[config.mk]
export PLATFORM = sky130hd
export DESIGN_NAME = status_poller
export DESIGN_NICKNAME = d
export VERILOG_FILES = /design/src/rtl/stpoll_pkg.sv /design/src/rtl/stat_collect.sv /design/src/rtl/match_eval.sv /design/src/rtl/poll_seq.sv /design/src/rtl/status_poller.sv
export SDC_FILE = /design/constraint.sdc
export NUM_CORES = 1
export LEC_CHECK = 0
export BUFFER_PORTS_ARGS = -buffer_cell sky130_fd_sc_hd__buf_4
export CELL_PAD_IN_SITES_DETAIL_PLACEMENT = 0
export CELL_PAD_IN_SITES_GLOBAL_PLACEMENT = 1
export CORE_MARGIN = 2
export CORE_UTILIZATION = 30
export DETAILED_ROUTE_END_ITERATION = 6
export HOLD_SLACK_MARGIN = 0.1
export PLACE_DENSITY = 0.58
export REMOVE_ABC_BUFFERS = 1
export SKIP_LAST_GASP = 1
export SLEW_MARGIN = 25
export SYNTH_ARGS = -nofsm -noshare
export SYNTH_HDL_FRONTEND = slang
export SYNTH_SLANG_ARGS = --single-unit
[constraint.sdc]
create_clock -name clk -period 2.7 [get_ports clk]
set_input_delay 0 -clock clk [delete_from_list [all_inputs] [get_ports clk]]
set_output_delay 0 -clock clk [all_outputs]
set_load 0.05 [all_outputs]
[src/rtl/stpoll_pkg.sv]
package stpoll_pkg;

    localparam int BYTE_W   = 8;
    localparam int STAT_BYTES = 4;
    localparam int STAT_W   = BYTE_W * STAT_BYTES;
    localparam int CNT_W    = $clog2(STAT_BYTES);
    localparam int GAP_W    = 16;

    typedef enum logic [2:0] {
        PH_IDLE,
        PH_REQ,
        PH_RECV,
        PH_EVAL,
        PH_GAP
    } poll_phase_e;

    typedef struct packed {
        logic [STAT_W-1:0] mask;
        logic [STAT_W-1:0] expect_val;
        logic              any_mode;
        logic              auto_stop;
        logic [GAP_W-1:0]  interval;
        logic [CNT_W-1:0]  bytes_m1;
    } poll_cfg_t;

    // Bits that belong to the received bytes for a given count-minus-one
    function automatic logic [STAT_W-1:0] lane_bits(input logic [CNT_W-1:0] m1);
        logic [STAT_W-1:0] r;
        r = '0;
        for (int l = 0; l < STAT_BYTES; l++) begin
            if (l <= int'(m1)) r[l*BYTE_W +: BYTE_W] = '1;
        end
        return r;
    endfunction

endpackage

[src/rtl/stat_collect.sv]
module stat_collect
    import stpoll_pkg::*;
(
    input  logic                 clk,
    input  logic                 rst,
    input  logic                 clear,
    input  logic                 take,
    input  logic [BYTE_W-1:0]    byte_in,
    input  logic [CNT_W-1:0]     bytes_m1,
    output logic [STAT_W-1:0]    value,
    output logic                 last
);
    logic [CNT_W-1:0] idx;

    always_ff @(posedge clk) begin
        if (rst || clear) begin
            idx <= '0;
        end else if (take) begin
            idx <= idx + 1'b1;
        end
    end

    for (genvar l = 0; l < STAT_BYTES; l++) begin : g_lane
        always_ff @(posedge clk) begin
            if (rst || clear) begin
                value[l*BYTE_W +: BYTE_W] <= '0;
            end else if (take && idx == CNT_W'(l)) begin
                value[l*BYTE_W +: BYTE_W] <= byte_in;
            end
        end
    end

    assign last = take && (idx == bytes_m1);

endmodule

[src/rtl/match_eval.sv]
module match_eval
    import stpoll_pkg::*;
(
    input  logic [STAT_W-1:0] value,
    input  poll_cfg_t         cfg,
    output logic              hit
);
    logic [STAT_W-1:0] sel;
    logic [STAT_W-1:0] agree;

    always_comb begin
        sel   = cfg.mask & lane_bits(cfg.bytes_m1);
        agree = ~(value ^ cfg.expect_val) & sel;
        if (cfg.any_mode) begin
            hit = |agree;
        end else begin
            hit = (agree == sel);
        end
    end

endmodule

[src/rtl/poll_seq.sv]
module poll_seq
    import stpoll_pkg::*;
(
    input  logic              clk,
    input  logic              rst,
    input  logic              start,
    input  logic              abort,
    input  logic              rd_ack,
    input  logic              last_byte,
    input  logic              hit,
    input  logic              auto_stop,
    input  logic [GAP_W-1:0]  interval,
    output poll_phase_e       phase,
    output logic              done_pulse
);
    logic [GAP_W-1:0] gap_left;
    logic             abort_held;

    always_ff @(posedge clk) begin
        if (rst) begin
            phase      <= PH_IDLE;
            gap_left   <= '0;
            abort_held <= 1'b0;
            done_pulse <= 1'b0;
        end else begin
            done_pulse <= 1'b0;
            unique case (phase)
                PH_IDLE: begin
                    if (start) begin
                        phase      <= PH_REQ;
                        abort_held <= 1'b0;
                    end
                end
                PH_REQ: begin
                    if (rd_ack) begin
                        phase      <= PH_RECV;
                        abort_held <= abort;
                    end else if (abort) begin
                        phase      <= PH_IDLE;
                        done_pulse <= 1'b1;
                    end
                end
                PH_RECV: begin
                    if (abort) abort_held <= 1'b1;
                    if (last_byte) phase <= PH_EVAL;
                end
                PH_EVAL: begin
                    if (abort_held || abort) begin
                        phase      <= PH_IDLE;
                        done_pulse <= 1'b1;
                    end else if (hit && auto_stop) begin
                        phase <= PH_IDLE;
                    end else if (interval == '0) begin
                        phase <= PH_REQ;
                    end else begin
                        phase    <= PH_GAP;
                        gap_left <= interval;
                    end
                end
                PH_GAP: begin
                    if (abort) begin
                        phase      <= PH_IDLE;
                        done_pulse <= 1'b1;
                    end else if (gap_left == GAP_W'(1)) begin
                        phase <= PH_REQ;
                    end else begin
                        gap_left <= gap_left - 1'b1;
                    end
                end
                default: phase <= PH_IDLE;
            endcase
        end
    end

endmodule

[src/rtl/status_poller.sv]
module status_poller
    import stpoll_pkg::*;
(
    input  logic                 clk,
    input  logic                 rst,
    input  logic                 start,
    input  logic                 abort,
    input  logic [STAT_W-1:0]    cfg_mask,
    input  logic [STAT_W-1:0]    cfg_expect,
    input  logic                 cfg_any_mode,
    input  logic                 cfg_auto_stop,
    input  logic [GAP_W-1:0]     cfg_interval,
    input  logic [CNT_W-1:0]     cfg_bytes_m1,
    output logic                 rd_req,
    input  logic                 rd_ack,
    input  logic                 rx_valid,
    input  logic [BYTE_W-1:0]    rx_byte,
    input  logic                 match_clr,
    output logic                 match_flag,
    output logic                 busy,
    output logic                 done_pulse
);
    poll_cfg_t         cfg_q;
    poll_phase_e       phase;
    logic [STAT_W-1:0] stat_value;
    logic              last_byte;
    logic              hit;

    // Configuration frozen for the whole run
    always_ff @(posedge clk) begin
        if (rst) begin
            cfg_q <= '0;
        end else if (start && phase == PH_IDLE) begin
            cfg_q.mask       <= cfg_mask;
            cfg_q.expect_val <= cfg_expect;
            cfg_q.any_mode   <= cfg_any_mode;
            cfg_q.auto_stop  <= cfg_auto_stop;
            cfg_q.interval   <= cfg_interval;
            cfg_q.bytes_m1   <= cfg_bytes_m1;
        end
    end

    poll_seq u_seq (
        .clk        (clk),
        .rst        (rst),
        .start      (start),
        .abort      (abort),
        .rd_ack     (rd_ack),
        .last_byte  (last_byte),
        .hit        (hit),
        .auto_stop  (cfg_q.auto_stop),
        .interval   (cfg_q.interval),
        .phase      (phase),
        .done_pulse (done_pulse)
    );

    stat_collect u_collect (
        .clk      (clk),
        .rst      (rst),
        .clear    (phase == PH_REQ),
        .take     (phase == PH_RECV && rx_valid),
        .byte_in  (rx_byte),
        .bytes_m1 (cfg_q.bytes_m1),
        .value    (stat_value),
        .last     (last_byte)
    );

    match_eval u_match (
        .value (stat_value),
        .cfg   (cfg_q),
        .hit   (hit)
    );

    // Sticky flag: a new match wins over a clear in the same cycle
    always_ff @(posedge clk) begin
        if (rst) begin
            match_flag <= 1'b0;
        end else if (phase == PH_EVAL && hit) begin
            match_flag <= 1'b1;
        end else if (match_clr) begin
            match_flag <= 1'b0;
        end
    end

    assign rd_req = (phase == PH_REQ);
    assign busy   = (phase != PH_IDLE);

endmodule

# Word-level counts from Yosys, hierarchy flattened
# Cells that the tools add are included.
# classes
add_sub_neg	2
multipliers	0
n_div	0
n_lt_le_gt_ge	3
eq_ne	21
n_shift	0
muxes	30
bitwise	4
reduce_logical	22
# op_table
cell	count
16-bit two-way mux	5
32-bit AND	2
32-bit equality test	1
32-bit inverter	1
16-bit one-hot mux with 2 select lines	1
32-bit OR reduction	1
32-bit XOR	1
3-bit two-way mux	9
8-bit two-way mux	3
2-bit inequality test, second input constant	9
16-bit by 1-bit equality test with 1-bit output, second input constant	1
16-bit logical NOT	1
16-bit by 1-bit subtractor with 16-bit output, second input constant	1
3-bit one-hot mux with 5 select lines	1
1-bit logical AND	9
1-bit two-way mux	9
4-bit AND reduction	2
3-bit by 2-bit equality test with 1-bit output, second input constant	2
1-bit one-hot mux with 3 select lines	2
6-bit AND reduction	1
3-bit nonzero test	2
2-bit equality test, second input constant	2
2-bit less-or-equal comparator, first input constant	2
2-bit nonzero test	2
other kinds (11)	12
# totals
reg_bits	140
latchBits	0
ram_bits	0
rom_bits	0
in_bits	99
word_cells	98
memories	0

# Logic depth before layout (Yosys ltp)
# Gate-level depths: netlist (run 1).
# logic_depth
ltp_word	10
mapped_depth	10
depth_no_buf	9

# Modules after synthesis
# From an unflattened synthesis (run 1), not the netlist that was laid out.
# unflattened
cells_unflattened	861
area_unflattened_um2	7863.8
# modules_own_cells
module	instances	cells_per_inst	area_each_um2
status_poller	1	371	3822.4
poll_seq	1	199	1612.8
stat_collect	1	163	1589.0
match_eval	1	128	839.6

# Least setup slack after synthesis (run 1)
# No wires, ideal clock.
# synth_timing
path_type	flip-flop to flip-flop
start	register u_collect.value[11]
end	register u_seq.gap_left[1]
t_arrival_ns	2.127
t_required_ns	2.628
path_slack_ns	0.502
stages_incl_launch_ff	10
n_path_buf	1
synth_period_minus_slack_ns	2.198
cell_sequence	dfxtp_1 xnor2_1 o22ai_1 a211o_1 o41ai_1 a31oi_1 o211ai_1 a21o_2 buf_4 mux2i_1
# synth_via
elab_chain_cells	8
word_cells_on_any_way	9
classes_between	2 x eq/ne; 1 x mux; 3 x bitwise; 3 x reduce/logical
# synth_lines
item	line	rtl
start: declaration	stat_collect.sv:10	output logic [STAT_W-1:0] value,
start signal: indexed assignment	stat_collect.sv:28	value[l*BYTE_W +: BYTE_W] <= byte_in;
32-bit XOR (*)	match_eval.sv:13	agree = ~(value ^ cfg.expect_val) & sel;
32-bit inverter (*)	match_eval.sv:13	
32-bit AND (*)	match_eval.sv:13	
32-bit equality test / 32-bit OR reduction (equally long branches)	match_eval.sv:17, match_eval.sv:15	
1-bit two-way mux (*)	match_eval.sv:14	if (cfg.any_mode) begin
1-bit logical AND (*)	poll_seq.sv:51	end else if (hit && auto_stop) begin
2-bit inequality test (no source line) (*)	--	
6-bit AND reduction (no source line) (*)	--	
end signal: assignment	poll_seq.sv:57	gap_left <= interval;
end signal: assignment	poll_seq.sv:67	gap_left <= gap_left - 1'b1;
end: declaration	poll_seq.sv:16	logic [GAP_W-1:0] gap_left;
# Every way passes the cells marked *; elsewhere a longest branch is shown, timed or not.
# A chain may end at the register's enable or synchronous reset.

# Worst setup path after layout (run 1)
# layout_timing
start	register u_collect.value[14]
end	register u_seq.gap_left[11]
# The elaborated chain is that of the path after synthesis.

==> results of run 1 <==
[worst max-delay path, cell delays in order, from the launching register on]
cell      delay (ns)
dfxtp_1         0.32
xnor2_1         0.21
o22ai_1         0.12
a211o_1         0.29
o41ai_1         0.47
a31oi_1         0.19
o211ai_1        0.29
a21o_4          0.30
o32ai_1         0.13
[final cells by class]
class | count | area [um^2] | share of cell area [%]
well taps | 275 | 344 | 3.68
clock inverters | 13 | 131 | 1.40
inverters | 30 | 113 | 1.20
clock buffers | 19 | 453 | 4.84
repair buffers | 239 | 2150 | 23.0
flip-flops and latches | 140 | 2800 | 30.0
multi-input cells | 630 | 3360 | 35.9
[routing by layer]
layer,global-route usage [%],vias up
met4,5.05,0
met3,3.37,17
li1,-,3373
met2,32.2,116
met5,0,-
met1,27.9,3161
[power by group]
group          leakage [nW]  switching (mW)  total (mW)  internal, mW
sequential             1.14           0.175        2.43          2.25
combinational          2.23           0.820        1.44         0.618
clock                 0.278            1.01        2.34          1.34
total                  3.65            2.00        6.21          4.21
[final timing paths]
path / start / end / cells past startpoint
worst min-delay path: start / cfg_q[18] / 5
worst max register to register: u_collect.value[14] / u_seq.gap_left[11] / 8
worst max-delay path: u_collect.value[14] / u_seq.gap_left[11] / 8
worst min register to register: u_collect.value[19] / u_collect.value[19] / 2
[state kept, by name, indices dropped and copies added (netlist names)]
signal,cells
cfg_q,84
u_collect.value,32
u_seq.gap_left,16
u_seq.phase,3
u_collect.idx,2
match_flag,1
u_seq.abort_held,1
u_seq.done_pulse,1
[through the flow]
stage | cell area, um^2 | power (mW) | util (%) | hold WS, ns | instances
2_1_floorplan | 6250 | 3.16 | - | 0.0691 | 800
3_3_place_gp | 7600 | 3.76 | 36.0 | 0.253 | 1198
3_5_place_dp | 7600 | 3.76 | 36.0 | 0.256 | 1198
4_1_cts | 9350 | 6.28 | 44.3 | 0.132 | 1346
5_1_grt | 9350 | 6.52 | 44.3 | 0.157 | 1346
6_report | 9350 | 6.21 | 44.3 | 0.115 | 1346
[cells by family (layout without fill, tap and decap cells)]
kind of cell | after synthesis | count (layout) | synth area share [%]
AO/OA/AOI/OAI | 238 | 238 | 22.3
XOR/XNOR | 35 | 35 | 4.74
adder cells (fa/ha/maj) | 6 | 6 | 1.16
buffers and inverters | 86 | 301 | 5.11
flip-flops | 140 | 140 | 43.3
multiplexers | 2 | 2 | 0.310
AND/OR/NAND/NOR | 349 | 349 | 23.0
[synth_stat cells, drive strengths merged, types with 3 or more instances]
cell type    n
xor2        24
nand2      224
ha           6
buf          9
nor3         9
a32oi        5
o21ai       18
or4          3
a211o        3
xnor2       11
a21oi      139
inv         29
o211ai       5
nand2b       4
and2         3
dfxtp      140
a22oi        7
o311ai       8
nor2        37
o32ai       11
nand3       43
a211oi       3
o41ai        3
nand4        4
nor4        12
o31ai        3
a31oi        3
a2bb2oi      3
clkbuf      47
o22ai       13
[timing repair]
item	in CTS	in global routing
endpoints found under the hold margin	121	0
setup endpoints to repair	0	15
hold buffers	116	0
resized for setup	0	1
==> results.md, run 1 <==
- CP max FO: 16
- Later-pin clock latency in the skew report: 0.44 ns
- VDD IR max: roughly 340 uV
- Number of global-route vias before repair: 6428
- Placer Congestion: approximately 0.8
- CTS buffer count: 17
- Yosys warns: 0
- Root buffer cell: clkbuf_16
- Mapped Cells: around 860
- Die width: approximately 150 um
- Startpoint Class: flip-flop
- Layout cells sized above 1: 15.8%
- Die area: 22700 um^2
- Netlist cell types: 57
- Worst EP required: approximately 3.0 ns
- First-pass iteration count of the detailed router: 5
- ANT nets after route: 0
- Initial Utilization: 30.7%
- Ys flop type: dfxtp_1
- Die height: around 150 um
- Async SR Flop Fraction: 0%
- Pin count of the biggest net entering global routing: 85
- Setup violators final: 0
- Placed wire-length estimate: 15100 um
- Diodes inserted: 0
- CTS tree: done
- Total global routing overflow: 0
- Avg Inst Size Synth: 7.56 um^2
- Path type of the worst min-delay path: primary input to flip-flop
- Endpoints failing hold: 0
- Cells taking the most area after synthesis: dfxtp_1, nand2_1, a21oi_1
- WS Path Type: flip-flop to flip-flop
- Max clock buf depth: 2
- Clock-pin slew on the worst setup and hold paths: ~0.060 ns
- Synth area leader: dfxtp_1
- WL met1: around 11000 um
- Post-CTS Setup Bufs: 0
- Nets: around 1200
- Flop2flop setup slack: around 0.21 ns
- Top sig layer: met4
- PortBufs: 102
- Setup Skew: 0.0145 ns
- Static Leak: around 3.6 nW
- Met2 wire len: 10500 um
- Area of the mapped netlist: between 6000 and 7000 um^2
- Cell Pwr Density: between 600 and 700 nW/um^2
- Commonest non-fill, non-tap cell in the layout: nand2_1
- Slew Viols, Final: 0
- PnR worst setup slack: 0.212 ns
- Run status: completed
- Final min period: approximately 2.5 ns
- Worst slew pin tran: roughly 0.95 ns
- Area delta synth->final: 44.6%
- Max-slew headroom: 37.0%
- CP Data Arrival Time: about 2.8 ns
- Part of the cycle the worst path needs: about 92%
- RSZ-0062 raised after global routing: false
- Most frequent cells in the layout: nand2_1, dfxtp_1, a21oi_1, buf_4, dlygate4sd3_1
- Filler instances: ~2200
- Clock sink count: between 100 and 150
- Initial antenna violation count: 0
- Max Clk Rate: about 400 MHz
- Drt drc: 0
- Detailed router's first-iteration violation count: roughly 460
- Mean number of vias per cell: 4.95
- Routed via count: 6667
- Gr usage total: between 20% and 30%
- Met3 Wirelength: 628 um
- H-tree levels: 4
- Synth Register Bits: between 100 and 150
- Place WS: between 0.09 and 0.1 ns
- Setup crit end kind: flip-flop
- Max-cap violations: 0
- Setup TNS: 0 ns
- WL final: about 22000 um
- Core Box Area: around 21000 um^2
- Wire per inst: ~17 um
- Post-synth top area share: between 40% and 50%
- First-pass GRT wire length: 35100 um
- Row cnt: 53
- I/O pin cnt: roughly 100
- Seq/Total Area, Yosys: roughly 43%
- Post-synth EDFFs: 0
No activity file was read; power rests on OpenSTA's default activity.
==> inputs of run 2 (changes only) <==
--- a/config.mk
+++ b/config.mk
@@ -8,7 +8,6 @@
 export BUFFER_PORTS_ARGS = -buffer_cell sky130_fd_sc_hd__buf_4
 export CELL_PAD_IN_SITES_DETAIL_PLACEMENT = 0
 export CELL_PAD_IN_SITES_GLOBAL_PLACEMENT = 1
-export CORE_MARGIN = 2
 export CORE_UTILIZATION = 30
 export DETAILED_ROUTE_END_ITERATION = 6
 export HOLD_SLACK_MARGIN = 0.1
==> run 2 against run 1 <==
Against the previous run:
- total power decreased by 3.2%
- first-iteration DRC count decreased by 23%
- combinational power decreased by 4%
- global-route usage about the same
- final cell count decreased by 1.3%
- sequential cell count unchanged
- hold slack got worse by 0.012 ns
- largest cell class unchanged
- largest power group unchanged
==> results.md, run 2 (same netlist as run 1, synthesis figures left out) <==
- Max clock buf depth: 2
- Path type of the worst min-delay path: primary input to flip-flop
- Layout cells sized above 1: 16.3%
- Later-pin clock latency in the skew report: 0.43 ns
- RSZ-0062 raised after global routing: false
- Setup crit end kind: flip-flop
- Startpoint Class: flip-flop
- Routed via count: 6641
- Endpoints failing hold: 0
- Setup Skew: 0.0192 ns
- PortBufs: approximately 100
- Die width: between 100 and 150 um
- Diodes inserted: 0
- Net switching power figure: ~2.0 mW
- Max Clk Rate: between 300 and 400 MHz
- Mean number of vias per cell: around 5
- Pin count of the biggest net entering global routing: 85
- ANT nets after route: 0
- Run status: completed
- First-pass iteration count of the detailed router: 5
- Max FFs per register: 84
- Drt drc: 0
- Slew Viols, Final: 0
- Final min period: around 2.5 ns
- Clock-pin slew on the worst setup and hold paths: 0.07 ns
- Cell Pwr Density: approximately 660 nW/um^2
- H-tree levels: 4
- Filler instances: 2214
- Placed wire-length estimate: approximately 15000 um
- Sw frac: roughly a third
- Clk network pwr share: 36.6%
- Max-slew headroom: between 50% and 60%
- Static Leak: about 3.5 nW
- Top flop regs: cfg_q x84, u_collect.value x32, u_seq.gap_left x16
- Finished Layout Cells: between 1000 and 1500
- CP Data Arrival Time: between 2 and 3 ns
- Place WS: ~0.086 ns
- Max-cap violations: 0
- PnR worst setup slack: 0.194 ns
- Setup TNS: 0 ns
- Worst EP required: between 3 and 4 ns
- Biggest register: cfg_q
- Pint: about 4.0 mW
- Gr usage total: about a fifth
- Row cnt: 53
- VDD IR max: between 300 and 400 uV
- Post-Place Cells: around 1200
- Die area: approximately 22000 um^2
- Total global routing overflow: 0
- CTS tree: done
- Die height: about 150 um
- Placer Congestion: ~0.80
- Area delta synth->final: 40.8%
- Worst slew pin tran: roughly 0.74 ns
- Combinational power share: 23.0%
- WL final: between 20000 and 25000 um
- Most frequent cells in the layout: nand2_1, dfxtp_1, a21oi_1, buf_4, dlygate4sd3_1
- Commonest non-fill, non-tap cell in the layout: nand2_1
- Number of global-route vias before repair: 6234
- Part of the cycle the worst path needs: between 90% and 100%
- Core Box Area: 21100 um^2
- Initial Utilization: about 31%
- Clock sink count: 140
- Wire per inst: between 15 and 20 um
- Detailed router's first-iteration violation count: roughly 350
- Initial antenna violation count: 0
- Register share of total power: between 40% and 50%
- WS Path Type: flip-flop to flip-flop
- CTS buffer count: 17
- I/O pin cnt: ~100
- Setup violators final: 0
- CP max FO: 16
- Root buffer cell: clkbuf_16
- First-pass GRT wire length: around 34000 um
- Nets: between 1000 and 1500
[run 2: metal layers]
layer | track usage [%] | part of all wire (%)
met5 | 0 | 0
met4 | 5.71 | 1.2
met3 | 3.30 | 3.7
met2 | 32.2 | 46
met1 | 27.5 | 49
[run 2: power by group through the flow]
stage | combinational, mW | sequential (mW) | clock (mW)
final | 1.38 | 2.43 | 2.20
after global routing | 1.53 | 2.45 | 2.33
after CTS | 1.39 | 2.43 | 2.26
after detailed placement | 1.28 | 2.47 | 0
after global placement | 1.28 | 2.47 | 0
after floorplan | 0.740 | 2.42 | 0
[run 2: timing repair]
item                                    in CTS  in global routing
endpoints found under the setup margin       0                 16
hold endpoints to repair                   121                  0
resized for setup                            0                  3
hold buffers                                96                  0
setup buffers                                0                  0
[run 2: worst paths after layout]
check | start | endpoint | slack [ns] | cells after the start
worst max-delay path | cfg_q[20] | u_seq.gap_left[14] | 0.19 | 9
worst min-delay path | start | cfg_q[0] | 0.10 | 4
worst max register to register | cfg_q[20] | u_seq.gap_left[14] | 0.19 | 9
worst min register to register | u_collect.value[3] | u_collect.value[3] | 0.47 | 2
[run 2: layout make-up]
type                            instances  area (um^2)  share of cell area [%]
Sequential cell                       140         2800                    30.8
Multi-Input combinational cell        630         3370                    37.0
Inverter                               30          113                    1.24
Tap cell                              275          344                    3.78
Timing Repair Buffer                  222         1930                    21.2
Clock buffer                           19          443                    4.86
Clock inverter                         13          105                    1.15
[run 2: through the flow]
| step | total power [mW] | utilization (%) | hold WS (ns) | cell area (um^2) |
|---|---|---|---|---|
| 2_1_floorplan | 3.16 | - | 0.0691 | 6250 |
| 3_3_place_gp | 3.76 | 36.0 | 0.252 | 7580 |
| 3_5_place_dp | 3.75 | 36.0 | 0.255 | 7580 |
| 4_1_cts | 6.08 | 43.1 | 0.101 | 9090 |
| 5_1_grt | 6.31 | 43.2 | 0.141 | 9110 |
| 6_report | 6.01 | 43.2 | 0.102 | 9110 |
[run 2: critical path, stage by stage (launching register included)]
cell and delay, ns:
dfxtp_1 0.34, xor2_1 0.25, o22ai_1 0.14, nor4_1 0.33, buf_4 0.18, nand4b_1 0.14
o21ai_2 0.21, o211ai_1 0.14, a21o_4 0.35, o221a_2 0.30
==> inputs of run 3 (changes only) <==
--- a/config.mk
+++ b/config.mk
@@ -12,7 +12,9 @@
 export DETAILED_ROUTE_END_ITERATION = 6
 export HOLD_SLACK_MARGIN = 0.1
 export PLACE_DENSITY = 0.58
+export RECOVER_POWER = 25
 export REMOVE_ABC_BUFFERS = 1
+export SETUP_SLACK_MARGIN = 0.4
 export SKIP_LAST_GASP = 1
 export SLEW_MARGIN = 25
 export SYNTH_ARGS = -nofsm -noshare
==> run 3 against run 2 <==
Against the previous run:
- clock-buffer cell count did not move
- global-route usage up 0.18 points
- die area unchanged
- non-clock buffer count up 12
- combinational power increased by 5%
- total power increased by 1.4%
- setup slack improved by 0.054 ns
- sequential share of layout area shrank 0.87 points
- maximum frequency up 2.2%
- via count rose by 0.42%
- highest routed layer unchanged
==> results.md, run 3 (same netlist as run 1, synthesis figures left out) <==
- First-pass iteration count of the detailed router: 5
- Row cnt: 53
- Endpoints failing hold: 0
- RSZ-0062 raised after global routing: true
- Total power: a little over 6 mW
- Startpoint Class: flip-flop
- Wire per inst: roughly 17 um
- Area delta synth->final: 46.3%
- Static Leak: roughly 3.6 nW
- Final min period: 2.45 ns
- Detailed router's first-iteration violation count: approximately 340
- Number of global-route vias before repair: approximately 6300
- ANT nets after route: 0
- WL final: around 22000 um
- Initial Utilization: between 30 and 40%
- Critical path cell sequence: buf_12 > o21ai_1 > o22ai_1 > nor4_1 > nand4b_1 > o21ai_2 > o211ai_1 > buf_4 > a21o_4 > buf_6 > o32ai_2
- CP delay by family, top: compound AO/OA/AOI/OAI gates
- Later-pin clock latency in the skew report: around 0.43 ns
- H-tree levels: 4
- PortBufs: roughly 100
- VDD IR max: between 300 and 400 uV
- Part of the cycle the worst path needs: 90.8%
- Final Cell Area: between 9000 and 10000 um^2
- PnR worst setup slack: ~0.25 ns
- Core Box Area: about 21000 um^2
- Initial antenna violation count: 0
- Root buffer cell: clkbuf_16
- Worst EP required: between 3 and 4 ns
- Gr usage total: roughly a fifth
- Setup Skew: roughly 0.013 ns
- CP max stage cell: dfxtp_2
- First-pass GRT wire length: approximately 34000 um
- Cell Pwr Density: 644 nW/um^2
- Setup crit end kind: flip-flop
- Setup TNS: 0 ns
- Area of placed instances: 7580 um^2
- Diodes inserted: 0
- Setup violators final: 0
- Post-layout util: about 45%
- Clock sink count: 140
- Layout cells sized above 1: a little over a fifth
- CP max FO: 18
- CP Data Arrival Time: about 2.8 ns
- Top flop regs: cfg_q x84, u_collect.value x32, u_seq.gap_left x16
- CTS tree: done
- Clock-pin slew on the worst setup and hold paths: 0.07 ns
- Run status: completed
- Pin count of the biggest net entering global routing: between 80 and 90
- CP bufs+invs: 3
- Die height: about 150 um
- Slew Viols, Final: 0
- Max-cap violations: 0
- Routed via count: ~6700
- Placed wire-length estimate: ~15000 um
- Max FFs per register: 84
- Drt drc: 0
- CP peak stage delay: 0.34 ns
- Total global routing overflow: 0
- Place WS: 0.0864 ns
- CTS buffer count: 17
- Biggest register: cfg_q
- Die width: 149 um
- Mean number of vias per cell: approximately 5.0
- Die area: about 22000 um^2
- Max Clk Rate: roughly 410 MHz
- Most frequent cells in the layout: nand2_1, a21oi_1, buf_4, dfxtp_1, dlygate4sd3_1
- Nets: ~1200
- WS Path Type: flip-flop to flip-flop
- Max clock buf depth: 2
- Placer Congestion: roughly 0.8
- Max-slew headroom: 49.3%
- Path type of the worst min-delay path: primary input to flip-flop
- Worst slew pin tran: about 0.76 ns
- I/O pin cnt: 103
- Commonest non-fill, non-tap cell in the layout: nand2_1
==> run 3: cell types whose count changed in the layout (fill, tap and decap cells not counted), moves of 3 or more <==
cell	before	now
dfxtp_1	140	123
o21ai_0	15	12
clkbuf_1	1	5
xor2_1	24	12
o22ai_2	0	3
o21ai_1	1	4
buf_4	124	127
xor2_2	0	12
dfxtp_2	0	15
o22ai_1	13	10
==> run 3: timing repair <==
item                                    in CTS  in global routing
endpoints found under the setup margin      18                 19
gates resized for setup                     27                 40
cloned                                       0                  1
setup buffers                                5                  6
hold buffers                                97                  0
hold endpoints to repair                   122                  0
pin swaps                                    9                 15
==> run 3: worst min-delay path: cells and delay by family <==
kind,cells,cell delay (ns)
AO/OA/AOI/OAI,1,0.16
buffers and inverters,2,0.38
==> run 3: area by class of cell <==
| type | count | area (um^2) |
|---|---|---|
| clock inverter | 13 | 105 |
| fill | 2194 | 11600 |
| inverter | 30 | 113 |
| multi-input combinational | 631 | 3610 |
| clock buffer | 19 | 443 |
| tap | 275 | 344 |
| sequential | 140 | 2830 |
| timing repair buffer | 234 | 2020 |
==> run 3: power breakdown <==
group,leakage [nW],internal [mW],total [mW],switching [mW]
sequential,1.15,2.25,2.44,0.189
combinational,2.19,0.604,1.45,0.844
clock,0.263,1.22,2.21,0.989
total,3.60,4.07,6.10,2.02
==> run 3: metrics by stage <==
stage,std cells,hold WS (ns)
CTS,1335,0.157
global route,1342,0.181
finish,1342,0.143
global placement,1201,0.252
floorplan,800,0.0691
detailed placement,1201,0.255
==> run 3: final timing paths <==
path,startpoint,to,slack (ns),cells past startpoint
worst min-delay path,rst,cfg_q[57],0.14,3
worst min register to register,u_collect.value[3],u_collect.value[3],0.46,2
worst max register to register,cfg_q[1],u_seq.gap_left[9],0.25,11
worst max-delay path,cfg_q[1],u_seq.gap_left[9],0.25,11
==> run 3: per-layer routing <==
metal	vias to the layer above	global-route usage, %	wire length (um)
met1	3139	27.8	10900
met5	-	0	0
met4	0	5.71	282
met2	140	32.4	10400
met3	27	3.30	717
li1	3363	-	-
